File: src/rtl/xlat_pkg.sv
package xlat_pkg;
  localparam int unsigned SPACE_W = 20;
  localparam int unsigned PAGE_W  = 36;
  localparam int unsigned OFF_W   = 12;
  localparam int unsigned NUM_ENT = 8;

  // strobes from control to datapath
  typedef struct packed {
    logic capture;  // latch lookup, sample hit result
    logic fill;     // write completion into victim entry
  } xlatStrobe_t;

  typedef enum logic [2:0] {
    ST_IDLE,
    ST_SEND_XL,
    ST_WAIT_XL,
    ST_SEND_PG,
    ST_WAIT_PG
  } ctrlState_t;
endpackage

File: src/rtl/xlat_datapath.sv
module xlat_datapath
  import xlat_pkg::*;
#(
  parameter int unsigned ENTRIES  = NUM_ENT,
  parameter int unsigned SPACE_WD = SPACE_W,
  parameter int unsigned PAGE_WD  = PAGE_W,
  parameter int unsigned OFF_WD   = OFF_W
) (
  input  logic                       clk,
  input  logic                       rstN,
  input  xlatStrobe_t                strobe,
  input  logic [SPACE_WD-1:0]        lkSpace,
  input  logic [PAGE_WD+OFF_WD-1:0]  lkAddr,
  input  logic [PAGE_WD-1:0]         xlDonePage,
  input  logic                       invValid,
  input  logic                       invAll,
  input  logic [SPACE_WD-1:0]        invSpace,
  input  logic [PAGE_WD-1:0]         invPage,
  output logic                       lkHit,
  output logic [SPACE_WD-1:0]        reqSpace,
  output logic [PAGE_WD-1:0]         reqPage,
  output logic [PAGE_WD+OFF_WD-1:0]  rspAddr
);
  localparam int unsigned IDX_W = (ENTRIES > 1) ? $clog2(ENTRIES) : 1;
  localparam int unsigned ADDR_W = PAGE_WD + OFF_WD;

  logic [ENTRIES-1:0]  entValid;
  logic [SPACE_WD-1:0] entSpace [ENTRIES];
  logic [PAGE_WD-1:0]  entPage  [ENTRIES];
  logic [PAGE_WD-1:0]  entXlat  [ENTRIES];

  logic [ENTRIES-1:0]  hitVec;
  logic [ENTRIES-1:0]  invVec;
  logic [PAGE_WD-1:0]  lkPage;
  logic [PAGE_WD-1:0]  hitXlat;
  logic [IDX_W-1:0]    rrPtr;
  logic [IDX_W-1:0]    victimIdx;
  logic                allValid;
  logic [OFF_WD-1:0]   reqOff;
  logic [PAGE_WD-1:0]  rspPageQ;

  assign lkPage = lkAddr[ADDR_W-1:OFF_WD];

  // per-entry tag compare for lookup and invalidate
  for (genvar gi = 0; gi < ENTRIES; gi++) begin : g_cmp
    assign hitVec[gi] = entValid[gi] && (entSpace[gi] == lkSpace)
                        && (entPage[gi] == lkPage);
    assign invVec[gi] = entValid[gi] && (entSpace[gi] == invSpace)
                        && (entPage[gi] == invPage);
  end

  assign lkHit = |hitVec;

  always_comb begin
    hitXlat = '0;
    for (int i = 0; i < ENTRIES; i++) begin
      if (hitVec[i]) hitXlat = hitXlat | entXlat[i];
    end
  end

  // victim: lowest invalid slot, else round-robin pointer
  always_comb begin
    logic found;
    found     = 1'b0;
    victimIdx = rrPtr;
    for (int i = 0; i < ENTRIES; i++) begin
      if (!entValid[i] && !found) begin
        victimIdx = IDX_W'(i);
        found     = 1'b1;
      end
    end
  end

  assign allValid = &entValid;

  always_ff @(posedge clk) begin
    if (!rstN) begin
      entValid <= '0;
      rrPtr    <= '0;
    end else begin
      for (int i = 0; i < ENTRIES; i++) begin
        if (invValid && (invAll || invVec[i])) entValid[i] <= 1'b0;
        if (strobe.fill && (victimIdx == IDX_W'(i))) entValid[i] <= 1'b1;
      end
      if (strobe.fill && allValid) begin
        rrPtr <= (rrPtr == IDX_W'(ENTRIES - 1)) ? '0 : rrPtr + 1'b1;
      end
    end
  end

  always_ff @(posedge clk) begin
    for (int i = 0; i < ENTRIES; i++) begin
      if (strobe.fill && (victimIdx == IDX_W'(i))) begin
        entSpace[i] <= reqSpace;
        entPage[i]  <= reqPage;
        entXlat[i]  <= xlDonePage;
      end
    end
  end

  always_ff @(posedge clk) begin
    if (!rstN) begin
      reqSpace <= '0;
      reqPage  <= '0;
      reqOff   <= '0;
      rspPageQ <= '0;
    end else begin
      if (strobe.capture) begin
        reqSpace <= lkSpace;
        reqPage  <= lkPage;
        reqOff   <= lkAddr[OFF_WD-1:0];
        rspPageQ <= hitXlat;
      end
      if (strobe.fill) rspPageQ <= xlDonePage;
    end
  end

  assign rspAddr = {rspPageQ, reqOff};
endmodule

File: src/rtl/xlat_control.sv
module xlat_control
  import xlat_pkg::*;
(
  input  logic        clk,
  input  logic        rstN,
  input  logic        lkValid,
  input  logic        lkHit,
  output logic        lkReady,
  output logic        xlReqValid,
  input  logic        xlReqReady,
  input  logic        xlDoneValid,
  input  logic        xlDoneOk,
  output logic        pgReqValid,
  input  logic        pgReqReady,
  input  logic        pgPresent,
  output logic        rspValid,
  output logic        rspErr,
  output xlatStrobe_t strobe
);
  ctrlState_t state;
  logic       retried;

  assign lkReady        = (state == ST_IDLE);
  assign xlReqValid     = (state == ST_SEND_XL);
  assign pgReqValid     = (state == ST_SEND_PG);
  assign strobe.capture = lkReady && lkValid;
  assign strobe.fill    = (state == ST_WAIT_XL) && xlDoneValid && xlDoneOk;

  always_ff @(posedge clk) begin
    if (!rstN) begin
      state    <= ST_IDLE;
      retried  <= 1'b0;
      rspValid <= 1'b0;
      rspErr   <= 1'b0;
    end else begin
      rspValid <= 1'b0;
      rspErr   <= 1'b0;
      unique case (state)
        ST_IDLE: begin
          if (lkValid) begin
            if (lkHit) begin
              rspValid <= 1'b1;
            end else begin
              state   <= ST_SEND_XL;
              retried <= 1'b0;
            end
          end
        end
        ST_SEND_XL: begin
          if (xlReqReady) state <= ST_WAIT_XL;
        end
        ST_WAIT_XL: begin
          if (xlDoneValid) begin
            if (xlDoneOk) begin
              rspValid <= 1'b1;
              state    <= ST_IDLE;
            end else if (!retried) begin
              state <= ST_SEND_PG;
            end else begin
              rspValid <= 1'b1;
              rspErr   <= 1'b1;
              state    <= ST_IDLE;
            end
          end
        end
        ST_SEND_PG: begin
          if (pgReqReady) state <= ST_WAIT_PG;
        end
        ST_WAIT_PG: begin
          if (pgPresent) begin
            state   <= ST_SEND_XL;
            retried <= 1'b1;
          end
        end
        default: state <= ST_IDLE;
      endcase
    end
  end
endmodule

File: src/rtl/dma_xlat_cache.sv
module dma_xlat_cache
  import xlat_pkg::*;
#(
  parameter int unsigned ENTRIES  = NUM_ENT,
  parameter int unsigned SPACE_WD = SPACE_W,
  parameter int unsigned PAGE_WD  = PAGE_W,
  parameter int unsigned OFF_WD   = OFF_W
) (
  input  logic                      clk,
  input  logic                      rstN,
  input  logic                      lkValid,
  output logic                      lkReady,
  input  logic [SPACE_WD-1:0]       lkSpace,
  input  logic [PAGE_WD+OFF_WD-1:0] lkAddr,
  output logic                      rspValid,
  output logic                      rspErr,
  output logic [PAGE_WD+OFF_WD-1:0] rspAddr,
  output logic                      xlReqValid,
  input  logic                      xlReqReady,
  output logic [SPACE_WD-1:0]       xlReqSpace,
  output logic [PAGE_WD-1:0]        xlReqPage,
  input  logic                      xlDoneValid,
  input  logic                      xlDoneOk,
  input  logic [PAGE_WD-1:0]        xlDonePage,
  output logic                      pgReqValid,
  input  logic                      pgReqReady,
  output logic [SPACE_WD-1:0]       pgReqSpace,
  output logic [PAGE_WD-1:0]        pgReqPage,
  input  logic                      pgPresent,
  input  logic                      invValid,
  input  logic                      invAll,
  input  logic [SPACE_WD-1:0]       invSpace,
  input  logic [PAGE_WD-1:0]        invPage
);
  xlatStrobe_t         strobe;
  logic                lkHit;
  logic [SPACE_WD-1:0] reqSpace;
  logic [PAGE_WD-1:0]  reqPage;

  xlat_control u_ctrl (
    .clk        (clk),
    .rstN       (rstN),
    .lkValid    (lkValid),
    .lkHit      (lkHit),
    .lkReady    (lkReady),
    .xlReqValid (xlReqValid),
    .xlReqReady (xlReqReady),
    .xlDoneValid(xlDoneValid),
    .xlDoneOk   (xlDoneOk),
    .pgReqValid (pgReqValid),
    .pgReqReady (pgReqReady),
    .pgPresent  (pgPresent),
    .rspValid   (rspValid),
    .rspErr     (rspErr),
    .strobe     (strobe)
  );

  xlat_datapath #(
    .ENTRIES (ENTRIES),
    .SPACE_WD(SPACE_WD),
    .PAGE_WD (PAGE_WD),
    .OFF_WD  (OFF_WD)
  ) u_dp (
    .clk       (clk),
    .rstN      (rstN),
    .strobe    (strobe),
    .lkSpace   (lkSpace),
    .lkAddr    (lkAddr),
    .xlDonePage(xlDonePage),
    .invValid  (invValid),
    .invAll    (invAll),
    .invSpace  (invSpace),
    .invPage   (invPage),
    .lkHit     (lkHit),
    .reqSpace  (reqSpace),
    .reqPage   (reqPage),
    .rspAddr   (rspAddr)
  );

  assign xlReqSpace = reqSpace;
  assign xlReqPage  = reqPage;
  assign pgReqSpace = reqSpace;
  assign pgReqPage  = reqPage;
endmodule

File: config.mk
export PLATFORM = sky130hd
export DESIGN_NAME = dma_xlat_cache
export DESIGN_NICKNAME = d
export VERILOG_FILES = /design/src/rtl/xlat_pkg.sv /design/src/rtl/xlat_datapath.sv /design/src/rtl/xlat_control.sv /design/src/rtl/dma_xlat_cache.sv
export SDC_FILE = /design/constraint.sdc
export NUM_CORES = 2
export LEC_CHECK = 0
export CAP_MARGIN = 15
export CORE_ASPECT_RATIO = 1.25
export CORE_MARGIN = 2
export CORE_UTILIZATION = 40
export DETAILED_ROUTE_END_ITERATION = 10
export GPL_TIMING_DRIVEN = 0
export SYNTH_ARGS = -nofsm -noshare
export SYNTH_HDL_FRONTEND = slang
export SYNTH_SLANG_ARGS = --single-unit
export TNS_END_PERCENT = 10
File: constraint.sdc
create_clock -name clk -period 13.05 [get_ports clk]
set_input_delay 2.61 -clock clk [delete_from_list [all_inputs] [get_ports clk]]
set_output_delay 2.61 -clock clk [all_outputs]
set_load 0.005 [all_outputs]
==> results_dict.tcl <==
set metrics [dict create \
    comb_power_share 0.120 \
    critPathLaunchType "input pin" \
    synthFlopType "edfxtp_1" \
    critPathMaxFanout 10 \
    grt_max_degree 29 \
    clkSinkCount 857 \
    worstSetupPathType "input pin to flip-flop" \
    setup_violations 0 \
    synth_edf_count 736 \
    overflow 0 \
    numPlacedInstances 4734 \
    cts_hold_buf 0 \
    syn_area_per_cell_um2 13.03 \
    layout.cells.non_filler 4920 \
    slowest_delay_ns 1.20 \
    critPathSlowestCell "nor4_4" \
    die-area_um2 103900 \
    maxCapViolCount 0 \
    synth_seq_cells 857 \
    cp.required_ns 13.60 \
    p_switching_mw 1.868 \
    grt_pass1_vias 29235 \
    fmax_ghz 0.1463 \
    worstHoldStart "u_dp.reqOff[6]" \
    path_depth 9 \
    synthTopCellsByArea "edfxtp_1 55%, xnor2_1 8.9%, xor2_1 8.6%, dfxtp_1 6.0%, nand4_1 2.5%" \
    grt_pass1_wl_um 271700 \
    powerDensity_nw_per_um2 139.1 \
    clock_path_buffers 3 \
    leakage_nw 16.06 \
    skew_ns 0.03578 \
    synth_top_area_cell "edfxtp_1" \
    wl_um 208600 \
    rows 130 \
    arrival_ns 7.38 \
    reg2regPathDepth 10 \
    netlist-cell-type-count 61 \
    crit_path_end_kind "flip-flop" \
    r2r-end "u_dp.rspPageQ[8]" \
    worstMarginPinSlew_ns 1.372 \
    holdPathStages 2 \
    min_to "u_dp.reqOff[6]" \
    cts_tree "built" \
    yosys_warnings 0 \
    synth_async_sr_flop_share 0 \
    p_total_mw 6.818 \
    synth_fp_nets 3284 \
    root_buffer "clkbuf_16" \
    ir_worst_vdd_mv 0.09615 \
    min_period_over_period 0.5238 \
    die_width_um 288.7 \
    n_fill_cell 8928 \
    pin_count 335 \
    drtPass1Iterations 9 \
    die_h_um 359.9 \
    ant_nets 0 \
    cts_htree_levels 3 \
    cts-resized-gates 0 \
    cts_buffers 91 \
    rsz0062_at_grt "no" \
    syn_to_final_growth_pct 20.90 \
    antenna_found_initial 23 \
    nets 3687 \
    hold_class "flip-flop to flip-flop" \
    dp_hpwl_um 154700 \
    clk_latency_ns 0.69 \
    crit_family "simple AND/OR/NAND/NOR gates" \
    clock_power_share 0.407 \
    core_area_um2 100500 \
    synth.yosys.seq_area_share 0.6049 \
    r2r-start "u_dp.entPage[1][24]" \
    syn_area_um2 40540 \
    maxSlewViolCount 0 \
    worst-path-buf-inv 2 \
    cts_setup_buffers 0 \
    initial_core_util 0.4033 \
    syn_inst 3112 \
    grt_util_all_layers 0.3989 \
    min_period_ns 6.835 \
    hold_viol_final 0 \
    seq_power_share 0.472 \
    tns_ns 0 \
    status "finished clean" \
    wire_per_inst_um 42.39 \
    vias 30642 \
    cell_internal_pwr_mw 4.950 \
    vias_per_cell 6.228 \
    layout-drive-gt1-share 0.1264 \
    drt_iter0_markers 4760 \
    place.gp.congestion 1.081 \
    relSlewSlack 0.08438 \
    port_buffers 225 \
    crit_top_cell "buf_2" \
    final_util 0.4876 \
    crit_chain "buf_2 -> xor2_1 -> nor4_1 -> nand4_1 -> nor4_4 -> a41oi_1 -> nor4b_1 -> buf_2 -> o41a_1" \
    switching_share 0.2740 \
    r2r_setup_slack_ns 8.09 \
    clk_pin_slew_ns 0.06 \
    synth_top_area_share 0.5452 \
    drc 0 \
]
## registers in the layout, indices dropped and copies added (netlist names)
signal and cells:
u_dp.rrPtr 3, u_dp.reqPage 36, u_ctrl.retried 1, u_ctrl.rspErr 1, u_dp.reqOff 12, u_ctrl.state 3
u_dp.entXlat 288, u_dp.reqSpace 20, u_dp.entSpace 160, u_dp.rspPageQ 36, u_ctrl.rspValid 1, u_dp.entPage 288
u_dp.entValid 8
## power groups by stage
stage / clock network, mW / registers [mW] / logic, mW
finish: 2.78 / 3.22 / 0.820
global route: 2.88 / 3.21 / 0.835
CTS: 2.77 / 3.21 / 0.793
detailed placement: 0 / 3.27 / 0.790
global placement: 0 / 3.28 / 0.769
floorplan: 0 / 3.16 / 0.345
## placed cells by master, fill, tap and decap left out, drive strengths merged, types with 24 or more instances in the layout
master         instances
o221ai                80
a31oi                 36
a221oi                46
nand3                 54
a222oi                36
inv                   64
xor2                 398
o22ai                 24
clkinv                28
and3                  37
nand2                229
xnor2                414
nor4                 128
clkbuf               256
dfxtp                121
edfxtp               736
a21oi                 49
clkdlybuf4s50        225
nor2                  26
buf                  218
a21boi                76
nand4                163
## per-stage QoR
stage          cell area, um2  setup WS (ns)  hold WS [ns]
4_1_cts                 48860          6.604        0.4653
3_5_place_dp            45740          5.912        0.4565
3_3_place_gp            44440         -4.589        0.4517
6_report                49010          6.215        0.4632
2_1_floorplan           40540          2.982        0.4533
5_1_grt                 48990          6.310        0.4811
## routing by layer
layer | GRT usage | part of all wire | up-vias
met5 | 0 | 0.00093 | -
met4 | 0.3334 | 0.11 | 20
met3 | 0.09087 | 0.092 | 642
met2 | 0.6188 | 0.45 | 2155
met1 | 0.4678 | 0.35 | 15473
li1 | - | - | 12352
## cell usage after synthesis (16+ instances only)
cell	number
a21boi_0	76
a21oi_1	19
a21oi_2	30
a221oi_2	31
a222oi_1	36
a31oi_1	36
and3_1	37
buf_2	57
buf_4	64
clkbuf_1	129
dfxtp_1	121
edfxtp_1	736
inv_1	53
nand2_1	229
nand3_1	54
nand4_1	163
nor2_1	26
nor3_1	21
nor4_1	122
o221ai_1	80
o22ai_1	24
o2bb2ai_1	16
xnor2_1	413
xor2_1	398
## cells by family after synthesis
kind of cell / after synthesis / share of synthesized area
xor+xnor: 812 / 0.1756
simple gates: 703 / 0.09318
fa+ha+maj: 2 / 0.0006172
mux: 1 / 0.0002777
buf+inv: 325 / 0.03960
flops: 857 / 0.6049
compound gates: 412 / 0.08580
## area by class of cell
cell class	count	area, um2	area share
flip-flops and latches	857	24520	0.5004
multi-input cells	1930	14520	0.2963
repair buffers	310	3563	0.07271
clock buffers	124	2585	0.05274
well taps	1320	1652	0.03370
plain buffers	265	1378	0.02811
clock inverters	46	539.3	0.01100
inverters	60	230.2	0.004697
diodes	8	20.02	0.0004085
## worst max path at each step
stage | startpoint | slack [ns] | to
2_1_floorplan | xlDoneOk | 2.98 | u_dp.entPage[7][0]
3_3_place_gp | xlDoneOk | -4.59 | u_dp.entSpace[0][66]
3_5_place_dp | lkAddr[30] | 5.91 | u_ctrl.state[0]
4_1_cts | lkSpace[13] | 6.60 | u_ctrl.state[0]
5_1_grt | lkAddr[17] | 6.31 | u_dp.rspPageQ[24]
6_report | lkAddr[30] | 6.21 | u_ctrl.state[0]
## worst reg2reg max path, delay by kind of cell (launching register included)
family                 cells  cell delay, ns
AO/OA/AOI/OAI              3            0.55
XOR/XNOR                   1            0.40
buffers and inverters      2            0.73
flip-flops                 1            0.42
AND/OR/NAND/NOR            4            2.79
Power figures use the tool's default switching activity.
